===== config.mk =====
export PLATFORM = sky130hd
export DESIGN_NAME = priv_ret_ctrl
export DESIGN_NICKNAME = d
export VERILOG_FILES = /design/src/rtl/prc_pkg.sv /design/src/rtl/prc_req_decode.sv /design/src/rtl/prc_ret_check.sv /design/src/rtl/prc_status_pop.sv /design/src/rtl/prc_sys_check.sv /design/src/rtl/priv_ret_ctrl.sv
export SDC_FILE = /design/constraint.sdc
export NUM_CORES = 1
export LEC_CHECK = 0
export BUFFER_PORTS_ARGS = -buffer_cell sky130_fd_sc_hd__buf_2
export CAP_MARGIN = 20
export CORE_AREA = 10 10 96 98
export CTS_BUF_LIST = sky130_fd_sc_hd__clkbuf_4 sky130_fd_sc_hd__clkbuf_8 sky130_fd_sc_hd__clkbuf_16
export DETAILED_ROUTE_END_ITERATION = 7
export DIE_AREA = 0 0 106 108
export PLACE_DENSITY = 0.78
export RECOVER_POWER = 25
export SLEW_MARGIN = 30
export SYNTH_ARGS = -nofsm -noshare
export SYNTH_HDL_FRONTEND = slang
export SYNTH_SLANG_ARGS = --single-unit

===== constraint.sdc =====
create_clock -name clk -period 0.9 [get_ports clk]
set_input_delay 0.09 -clock clk [delete_from_list [all_inputs] [get_ports clk]]
set_output_delay 0.09 -clock clk [all_outputs]
set_load 0.05 [all_outputs]

===== src/rtl/prc_pkg.sv =====
package prc_pkg;
  typedef enum logic [1:0] {
    PRIV_U   = 2'b00,
    PRIV_S   = 2'b01,
    PRIV_RSV = 2'b10,
    PRIV_M   = 2'b11
  } priv_e;

  localparam int REQ_W     = 4;
  localparam int REQ_SRET  = 0;
  localparam int REQ_MRET  = 1;
  localparam int REQ_WFI   = 2;
  localparam int REQ_FENCE = 3;

  localparam int NUM_RET = 2;
  localparam int NUM_SYS = 2;

  localparam int ST_SIE  = 1;
  localparam int ST_MIE  = 3;
  localparam int ST_SPIE = 5;
  localparam int ST_MPIE = 7;
  localparam int ST_SPP  = 8;
  localparam int ST_MPP  = 11;
  localparam int ST_TVM  = 20;
  localparam int ST_TW   = 21;
  localparam int ST_TSR  = 22;

  typedef struct packed {
    logic illegal;
    logic misaligned;
  } exc_t;
endpackage


===== src/rtl/prc_req_decode.sv =====
module prc_req_decode
  import prc_pkg::*;
#(
  parameter int W = REQ_W
) (
  input  logic [W-1:0] req_i,
  output logic [W-1:0] valid_o
);
  logic [$clog2(W+1)-1:0] ones;

  always_comb begin
    ones = '0;
    for (int i = 0; i < W; i++) begin
      ones = ones + {{($clog2(W+1)-1){1'b0}}, req_i[i]};
    end
  end

  genvar g;
  generate
    for (g = 0; g < W; g++) begin : g_bit
      assign valid_o[g] = req_i[g] && (ones == 1);
    end
  endgenerate
endmodule


===== src/rtl/prc_ret_check.sv =====
module prc_ret_check
  import prc_pkg::*;
#(
  parameter logic [1:0] MIN_PRIV = 2'b01,
  parameter bit         HAS_TRAP = 1'b1
) (
  input  logic       active_i,
  input  logic [1:0] priv_i,
  input  logic [1:0] target_lo_i,
  input  logic       compressed_i,
  input  logic       trap_bit_i,
  output exc_t       exc_o
);
  logic priv_bad;
  logic align_bad;
  logic trap_bad;

  always_comb begin
    priv_bad  = (priv_i < MIN_PRIV);
    align_bad = !compressed_i && (target_lo_i != 2'b00);
    trap_bad  = HAS_TRAP && trap_bit_i;
    exc_o     = '0;
    if (active_i) begin
      if (priv_bad) begin
        exc_o.illegal = 1'b1;
      end else if (align_bad) begin
        exc_o.misaligned = 1'b1;
      end else if (trap_bad) begin
        exc_o.illegal = 1'b1;
      end
    end
  end
endmodule


===== src/rtl/prc_status_pop.sv =====
module prc_status_pop
  import prc_pkg::*;
#(
  parameter int XLEN    = 32,
  parameter int IE_BIT  = 1,
  parameter int PIE_BIT = 5,
  parameter int PP_LSB  = 8,
  parameter int PP_W    = 1
) (
  input  logic [XLEN-1:0] status_i,
  output logic [XLEN-1:0] status_o,
  output logic [1:0]      priv_o
);
  logic [PP_W-1:0] pp;

  assign pp = status_i[PP_LSB +: PP_W];

  always_comb begin
    status_o                  = status_i;
    status_o[IE_BIT]          = status_i[PIE_BIT];
    status_o[PIE_BIT]         = 1'b0;
    status_o[PP_LSB +: PP_W]  = '0;
  end

  generate
    if (PP_W == 1) begin : g_narrow
      assign priv_o = {1'b0, pp[0]};
    end else begin : g_wide
      logic [1:0] pp2;
      assign pp2    = pp[1:0];
      assign priv_o = (pp2 == PRIV_RSV) ? PRIV_U : pp2;
    end
  endgenerate
endmodule


===== src/rtl/prc_sys_check.sv =====
module prc_sys_check
  import prc_pkg::*;
(
  input  logic       active_i,
  input  logic [1:0] priv_i,
  input  logic       trap_bit_i,
  output logic       illegal_o,
  output logic       grant_o
);
  logic trapped;

  assign trapped   = (priv_i == PRIV_S) && trap_bit_i;
  assign illegal_o = active_i && trapped;
  assign grant_o   = active_i && !trapped;
endmodule


===== src/rtl/priv_ret_ctrl.sv =====
module priv_ret_ctrl
  import prc_pkg::*;
#(
  parameter int XLEN = 32
) (
  input  logic            clk,
  input  logic            rst_n,
  input  logic [3:0]      req_i,
  input  logic [1:0]      priv_i,
  input  logic [XLEN-1:0] status_i,
  input  logic [XLEN-1:0] sepc_i,
  input  logic [XLEN-1:0] mepc_i,
  input  logic            compressed_i,
  output logic            exc_illegal_o,
  output logic            exc_misaligned_o,
  output logic [XLEN-1:0] pc_o,
  output logic [1:0]      priv_o,
  output logic [XLEN-1:0] status_o,
  output logic            halt_o,
  output logic            tlb_flush_o
);
  logic [REQ_W-1:0] valid;

  prc_req_decode #(.W(REQ_W)) u_dec (
    .req_i   (req_i),
    .valid_o (valid)
  );

  // Return paths: index 0 supervisor, index 1 machine
  exc_t            ret_exc    [NUM_RET];
  logic [XLEN-1:0] ret_status [NUM_RET];
  logic [1:0]      ret_priv   [NUM_RET];
  logic [XLEN-1:0] ret_pc     [NUM_RET];
  logic            ret_go     [NUM_RET];

  assign ret_pc[0] = sepc_i;
  assign ret_pc[1] = mepc_i;

  genvar g;
  generate
    for (g = 0; g < NUM_RET; g++) begin : g_ret
      localparam bit         IS_M     = (g == 1);
      localparam logic [1:0] MIN_P    = IS_M ? PRIV_M : PRIV_S;
      localparam int         IE_B     = IS_M ? ST_MIE : ST_SIE;
      localparam int         PIE_B    = IS_M ? ST_MPIE : ST_SPIE;
      localparam int         PP_B     = IS_M ? ST_MPP : ST_SPP;
      localparam int         PP_WID   = IS_M ? 2 : 1;

      prc_ret_check #(.MIN_PRIV(MIN_P), .HAS_TRAP(!IS_M)) u_chk (
        .active_i     (valid[g]),
        .priv_i       (priv_i),
        .target_lo_i  (ret_pc[g][1:0]),
        .compressed_i (compressed_i),
        .trap_bit_i   (status_i[ST_TSR]),
        .exc_o        (ret_exc[g])
      );

      prc_status_pop #(
        .XLEN(XLEN), .IE_BIT(IE_B), .PIE_BIT(PIE_B),
        .PP_LSB(PP_B), .PP_W(PP_WID)
      ) u_pop (
        .status_i (status_i),
        .status_o (ret_status[g]),
        .priv_o   (ret_priv[g])
      );

      assign ret_go[g] = valid[g] && !ret_exc[g].illegal && !ret_exc[g].misaligned;
    end
  endgenerate

  // System paths: index 0 wait-for-interrupt, index 1 fence
  logic sys_ill   [NUM_SYS];
  logic sys_grant [NUM_SYS];
  logic sys_trap  [NUM_SYS];

  assign sys_trap[0] = status_i[ST_TW];
  assign sys_trap[1] = status_i[ST_TVM];

  generate
    for (g = 0; g < NUM_SYS; g++) begin : g_sys
      prc_sys_check u_sys (
        .active_i   (valid[REQ_WFI + g]),
        .priv_i     (priv_i),
        .trap_bit_i (sys_trap[g]),
        .illegal_o  (sys_ill[g]),
        .grant_o    (sys_grant[g])
      );
    end
  endgenerate

  // Next-state logic
  logic            ill_d, mis_d, halt_d, flush_d;
  logic            commit;
  logic [XLEN-1:0] pc_d, status_d;
  logic [1:0]      priv_d;

  always_comb begin
    ill_d    = 1'b0;
    mis_d    = 1'b0;
    halt_d   = sys_grant[0];
    flush_d  = sys_grant[1];
    commit   = 1'b0;
    pc_d     = pc_o;
    status_d = status_o;
    priv_d   = priv_o;
    for (int i = 0; i < NUM_RET; i++) begin
      ill_d = ill_d | ret_exc[i].illegal;
      mis_d = mis_d | ret_exc[i].misaligned;
      if (ret_go[i]) begin
        commit   = 1'b1;
        pc_d     = ret_pc[i];
        status_d = ret_status[i];
        priv_d   = ret_priv[i];
      end
    end
    for (int i = 0; i < NUM_SYS; i++) begin
      ill_d = ill_d | sys_ill[i];
    end
  end

  // Registers
  always_ff @(posedge clk or negedge rst_n) begin
    if (!rst_n) begin
      exc_illegal_o    <= 1'b0;
      exc_misaligned_o <= 1'b0;
      halt_o           <= 1'b0;
      tlb_flush_o      <= 1'b0;
    end else begin
      exc_illegal_o    <= ill_d;
      exc_misaligned_o <= mis_d;
      halt_o           <= halt_d;
      tlb_flush_o      <= flush_d;
    end
  end

  always_ff @(posedge clk or negedge rst_n) begin
    if (!rst_n) begin
      pc_o     <= '0;
      status_o <= '0;
      priv_o   <= PRIV_M;
    end else if (commit) begin
      pc_o     <= pc_d;
      status_o <= status_d;
      priv_o   <= priv_d;
    end
  end
endmodule


== Yosys cells after proc, flatten, opt, wreduce, memory -nomap -nowiden ==
Cells that the tools add are included.

* Reductions and logical operators: 27
* Order comparisons: 2
* Equality and inequality tests: 3
* Mux-type cells: 19
* Bitwise operators: 4
* Add/subtract/negate cells: 3

{| class="wikitable"
|+ Operator list
! kind !! count
|-
| $mux 32 || 4
|-
| $logic_and 1x1->1 || 16
|-
| $mux 1 || 10
|-
| $mux 2 || 5
|-
| $logic_not 1->1 || 7
|-
| $add 3x1->3 || 2
|-
| $reduce_bool 2->1 || 3
|-
| $or 1x1->1 || 4
|-
| $eq 3x1->1 const B || 1
|-
| $add 1x1->2 || 1
|-
| $eq 2x1->1 const B || 1
|-
| $eq 2x2->1 const B || 1
|-
| $lt 2x1->1 const B || 1
|-
| $lt 2x2->1 const B || 1
|-
| $reduce_and 2->1 || 1
|}

* Output and inout bits: 70
* Register bits: 70
* Word-level logic and storage cells: 65

== Logic depth before layout (Yosys ltp) ==
* Word-level depth: 12
* Mapped depth: 11
* Depth with buffers taken out: 9

== Hierarchy ==
A second synthesis with hierarchy kept.

* Cell total of the unflattened synthesis: 465
* Area, all modules: 3,891.2 µm²

{| class="wikitable"
|+ Modules (own cells, without submodules)
! module !! times used !! cells each !! seq. area each (µm²) !! area an instance (µm²)
|-
| priv_ret_ctrl || 1 || 368 || 1,754.2 || 3,144.3
|-
| prc_status_pop at g_ret[0].u_pop || 1 || 35 || 0.0 || 259.0
|-
| prc_status_pop at g_ret[1].u_pop || 1 || 35 || 0.0 || 254.0
|-
| prc_req_decode || 1 || 12 || 0.0 || 113.9
|-
| prc_sys_check || 2 || 3 || 0.0 || 23.8
|-
| prc_ret_check at g_ret[0].u_chk || 1 || 5 || 0.0 || 43.8
|-
| prc_ret_check at g_ret[1].u_chk || 1 || 4 || 0.0 || 28.8
|}

== Least setup slack after synthesis ==
No wires, ideal clock.

* Path kind: input port to flip-flop
* Start point: input req_i[0]
* End point: register status_o[10]
* Slack: -1.396 ns
* Path buffers: 2
* Setup time: 0.125 ns
* Data arrival time: 2.171 ns
* Cell stages on the path: 11
* Required time: 0.775 ns
* Cells stage by stage: ha_1 inv_1 fa_1 inv_1 ha_1 nor3_2 nand3_1 buf_2 nand2_1 buf_4 mux2_2

* Cells in the longest elaborated chain, start to end: 12

{| class="wikitable"
|+ Ends and longest elaborated chain
! element !! line !! RTL
|-
| from (decl) || priv_ret_ctrl.sv:8 || <nowiki>input logic [3:0] req_i,</nowiki>
|-
| $add 1x1->2 || prc_req_decode.sv:14 || <nowiki>ones = ones + {{($clog2(W+1)-1){1'b0}}, req_i[i]};</nowiki>
|-
| $add 3x1->3 (2 in a row) || prc_req_decode.sv:14 ||
|-
| $eq 3x1->1 || prc_req_decode.sv:21 || <nowiki>assign valid_o[g] = req_i[g] && (ones == 1);</nowiki>
|-
| $logic_and 1x1->1 || prc_req_decode.sv:21 ||
|-
| $mux 2 || prc_ret_check.sv:23 || <nowiki>if (active_i) begin</nowiki>
|-
| $logic_not 1->1 || priv_ret_ctrl.sv:67 || <nowiki>assign ret_go[g] = valid[g] && !ret_exc[g].illegal && !ret_exc[g].misaligned;</nowiki>
|-
| $logic_and 1x1->1 (2 in a row) || priv_ret_ctrl.sv:67 ||
|-
| $mux 1 (2 in a row) || priv_ret_ctrl.sv:109 || <nowiki>if (ret_go[i]) begin</nowiki>
|-
| $reduce_and 2->1 (no line) || -- ||
|-
| to (signal assigned) || priv_ret_ctrl.sv:143 || <nowiki>status_o <= status_d;</nowiki>
|-
| to (decl) || priv_ret_ctrl.sv:18 || <nowiki>output logic [XLEN-1:0] status_o,</nowiki>
|}

Several ways; a longest one is shown, not always the timed one.
A chain may end at the register's enable or synchronous reset.

== Worst setup path in the final report ==
* Start point: input req_i[1]
* End point: register status_o[23]

Same word-level chain as after synthesis.

==> reports/results.ini <==
[pwr]
static-leakage-power_nw=3.212
total_power_mw=20.95
cellPowerDensity_mw_per_mm2=3452
ir_drop_mv=2.276

[clocking]
clock-root-buffer=clkbuf_8
insertion_delay_ns=0.34
h_tree_lvl_count=3
cts.sinks=70
cts_inserted_buffers=9
clk_pin_slew_ns=0.08
clock_tree_from_tritoncts=yes
cts-root-to-sink-buffers=2

[sta]
rsz0062_at_grt=yes
timing.fmax_mhz=488.4
final_critical_path_setup_slack_ns=-1.147
period_share=2.275
finalHoldViolations=0
period_minus_slack_ns=2.047
setup_viol_count_final=140
totalNegativeSetupSlack_ns=-79.54
clock-skew-final_ns=0
slew_viol_final=0
worst_slew_margin_rel=0.6350
worst_pin_slew_ns=0.5476

[critical_path]
criticalPathCategory=in2reg
critPathRequiredTime_ns=1.13
worst_r2r_path_depth=4
worst_setup_path_startpoint=req_i[1]
setup.worst_path.start_class=input pin
timing.rr.end=pc_o[9]$_DFFE_PN0P_
cp-endpoint=status_o[23]$_DFFE_PN0P_
kind_of_end_point_of_the_critical_path=flop
worst-endpoint-arrival_ns=2.27
regToRegStartpoint=pc_o[9]$_DFFE_PN0P_
worst-r2r-setup-slack_ns=-0.05
critical_path.max_fanout=11

[grt]
grt_use_total=0.2272
overflow=0
grt_antenna_before_repair=1
grt_pass1_vias=3614
grt_first_pass_wirelength_um=20330
pin_count_of_the_biggest_net_entering_global_routing=71

[detailed_routing]
drtAntennaViolNets=0
final_wl_um=15470
drt-pass1-iter-count=4
drc_violations_left=0
wl_per_cell_um=24.10
avgViaCountPerCell=5.389
detail_route.iter0.violations=253
via_count=3460

[logic_synthesis]
yosys_warns=0
syn-instance-count=263
netlist.area_leader.share=0.5414
post-synth-top-count-cell=dfrtp_1
synthXorXnorAreaFrac=0
synth_common_cells=dfrtp_1 (68), mux2i_1 (38), nand3_1 (36), o21ai_0 (35), mux2_2 (22)
post_synth_fa_ha_maj_area_fraction=0.01433
ys_top_cells_by_area=dfrtp_1 (54%), mux2i_1 (12%), mux2_2 (7.9%)
postSynth.asyncResetShare=1.000
post_synth_num_cell_types=33
synth_seq_area_share=0.5581
synthesis.nets=371
synth_top_flop_cell=dfrtp_1
synthDominantAreaCellType=dfrtp_1
synth_compound_area_frac=0.08678
post_synth_and_or_nand_nor_area_fraction=0.09514
synth_top_family_by_area=multiplexers
synth-seq-cells=70
synthesis.area_per_instance_um2=11.95
synth_edf_count=0
muxShareOfSynthArea=0.2094
synth.cell_area_mm2=0.003143

[place]
dpl-instance-area_mm2=0.004410
pre_cts_slack_ns=-1.432
gpl.final_weighted_congestion=0.7882
dp.final_hpwl_um=7792
io_buffer_count=174

[die]
initial_core_utilization=0.4220
core-area_mm2=0.007447
placement_rows=32
die-area_mm2=0.01145
die-width_um=106
die_y_um=108
pin_count=175

[hold_path]
timing.hold.worst.class=in2reg

[final_layout]
nNetsFinal=642
drive_above_1_share=0.6030
area_growth_pct=93.07
final_cell_area_mm2=0.006068
final_util=0.8149
fill_cells=379

[outcome]
status=finished, violations left
violations=negative setup slack

[flow_run]
drv_cap=0

layer usage:
layer / global-route usage / routed length [µm]
met1: 0.2667 / 6030
met2: 0.3693 / 7545
met3: 0.07020 / 1258
met4: 0.1190 / 639
met5: 0 / 0
registers in the layout, indices dropped and copies added (netlist names):
register / flops
pc_o: 32
exc_illegal_o: 1
status_o: 32
tlb_flush_o: 1
halt_o: 1
exc_misaligned_o: 1
priv_o: 2
worst max-delay path: stages:
cell and delay, ns:
buf_8 0.10, ha_4 0.25, inv_2 0.04, fa_2 0.33, inv_2 0.07, ha_4 0.21, nor4b_4 0.27, o2111ai_4 0.20
nand2_2 0.17, clkbuf_16 0.20, mux2_2 0.35
layout make-up:
class | count | area [µm²] | share of cell area
clock inverter | 6 | 61.31 | 0.01010
sequential | 70 | 1754 | 0.2891
inverter | 5 | 18.77 | 0.003093
tap | 102 | 127.6 | 0.02103
timing repair buffer | 278 | 2501 | 0.4122
multi-input combinational | 170 | 1465 | 0.2414
antenna | 1 | 2.502 | 0.0004124
clock buffer | 10 | 137.6 | 0.02268
logic make-up (layout without fill, tap and decap cells):
family,after synthesis,after routing
other cells,0,1
buf+inv,24,299
fa+ha+maj,3,3
mux,62,62
simple gates,57,58
compound gates,47,47
flops,70,70
metrics by stage:
step | instances | hold slack, ns
after floorplan | 263 | -0.2056
after global placement | 550 | 0.1384
after detailed placement | 550 | 0.1426
after CTS | 624 | 0.002739
after global routing | 642 | 0.006852
final | 642 | 0.01695
placed cells by master, fill, tap and decap left out, types with 8 or more instances in the layout:
cell type and instances:
buf_6 79, buf_4 50, buf_12 8, buf_2 101
dlygate4sd3_1 26, mux2i_1 30, nand3_1 34, o21ai_1 21
mux2_2 19, clkbuf_8 11, dfrtp_1 68, o21ai_0 8
report_power, final:
group / switching [mW] / internal [mW] / leakage (nW)
logic: 7.53 / 4.96 / 2.24
registers: 1.25 / 4.57 / 0.874
clock network: 1.28 / 1.35 / 0.102
total: 10.1 / 10.9 / 3.21
what timing repair did:
| action | 4_1_cts | 5_1_grt |
|---|---|---|
| gates resized for setup | 207 | 18 |
| hold endpoints to repair | 93 | 0 |
| setup endpoints to repair | 140 | 140 |
| pin swaps | 5 | 2 |
| hold buffers | 26 | 0 |
| cloned | 9 | 1 |
| setup buffers | 24 | 17 |
worst min path at each step:
stage                  from                        to  slack (ns)  cells past startpoint
2_1_floorplan         rst_n   exc_illegal_o$_DFF_PN0_       -0.21                      0
3_3_place_gp          rst_n  status_o[14]$_DFFE_PN0P_        0.14                      2
3_5_place_dp          rst_n  status_o[28]$_DFFE_PN0P_        0.14                      2
4_1_cts        status_i[11]     priv_o[0]$_DFFE_PN1P_       0.003                      3
5_1_grt        status_i[11]     priv_o[0]$_DFFE_PN1P_       0.007                      3
6_report       status_i[11]     priv_o[0]$_DFFE_PN1P_        0.02                      3
(Power assumes the default switching activity.)
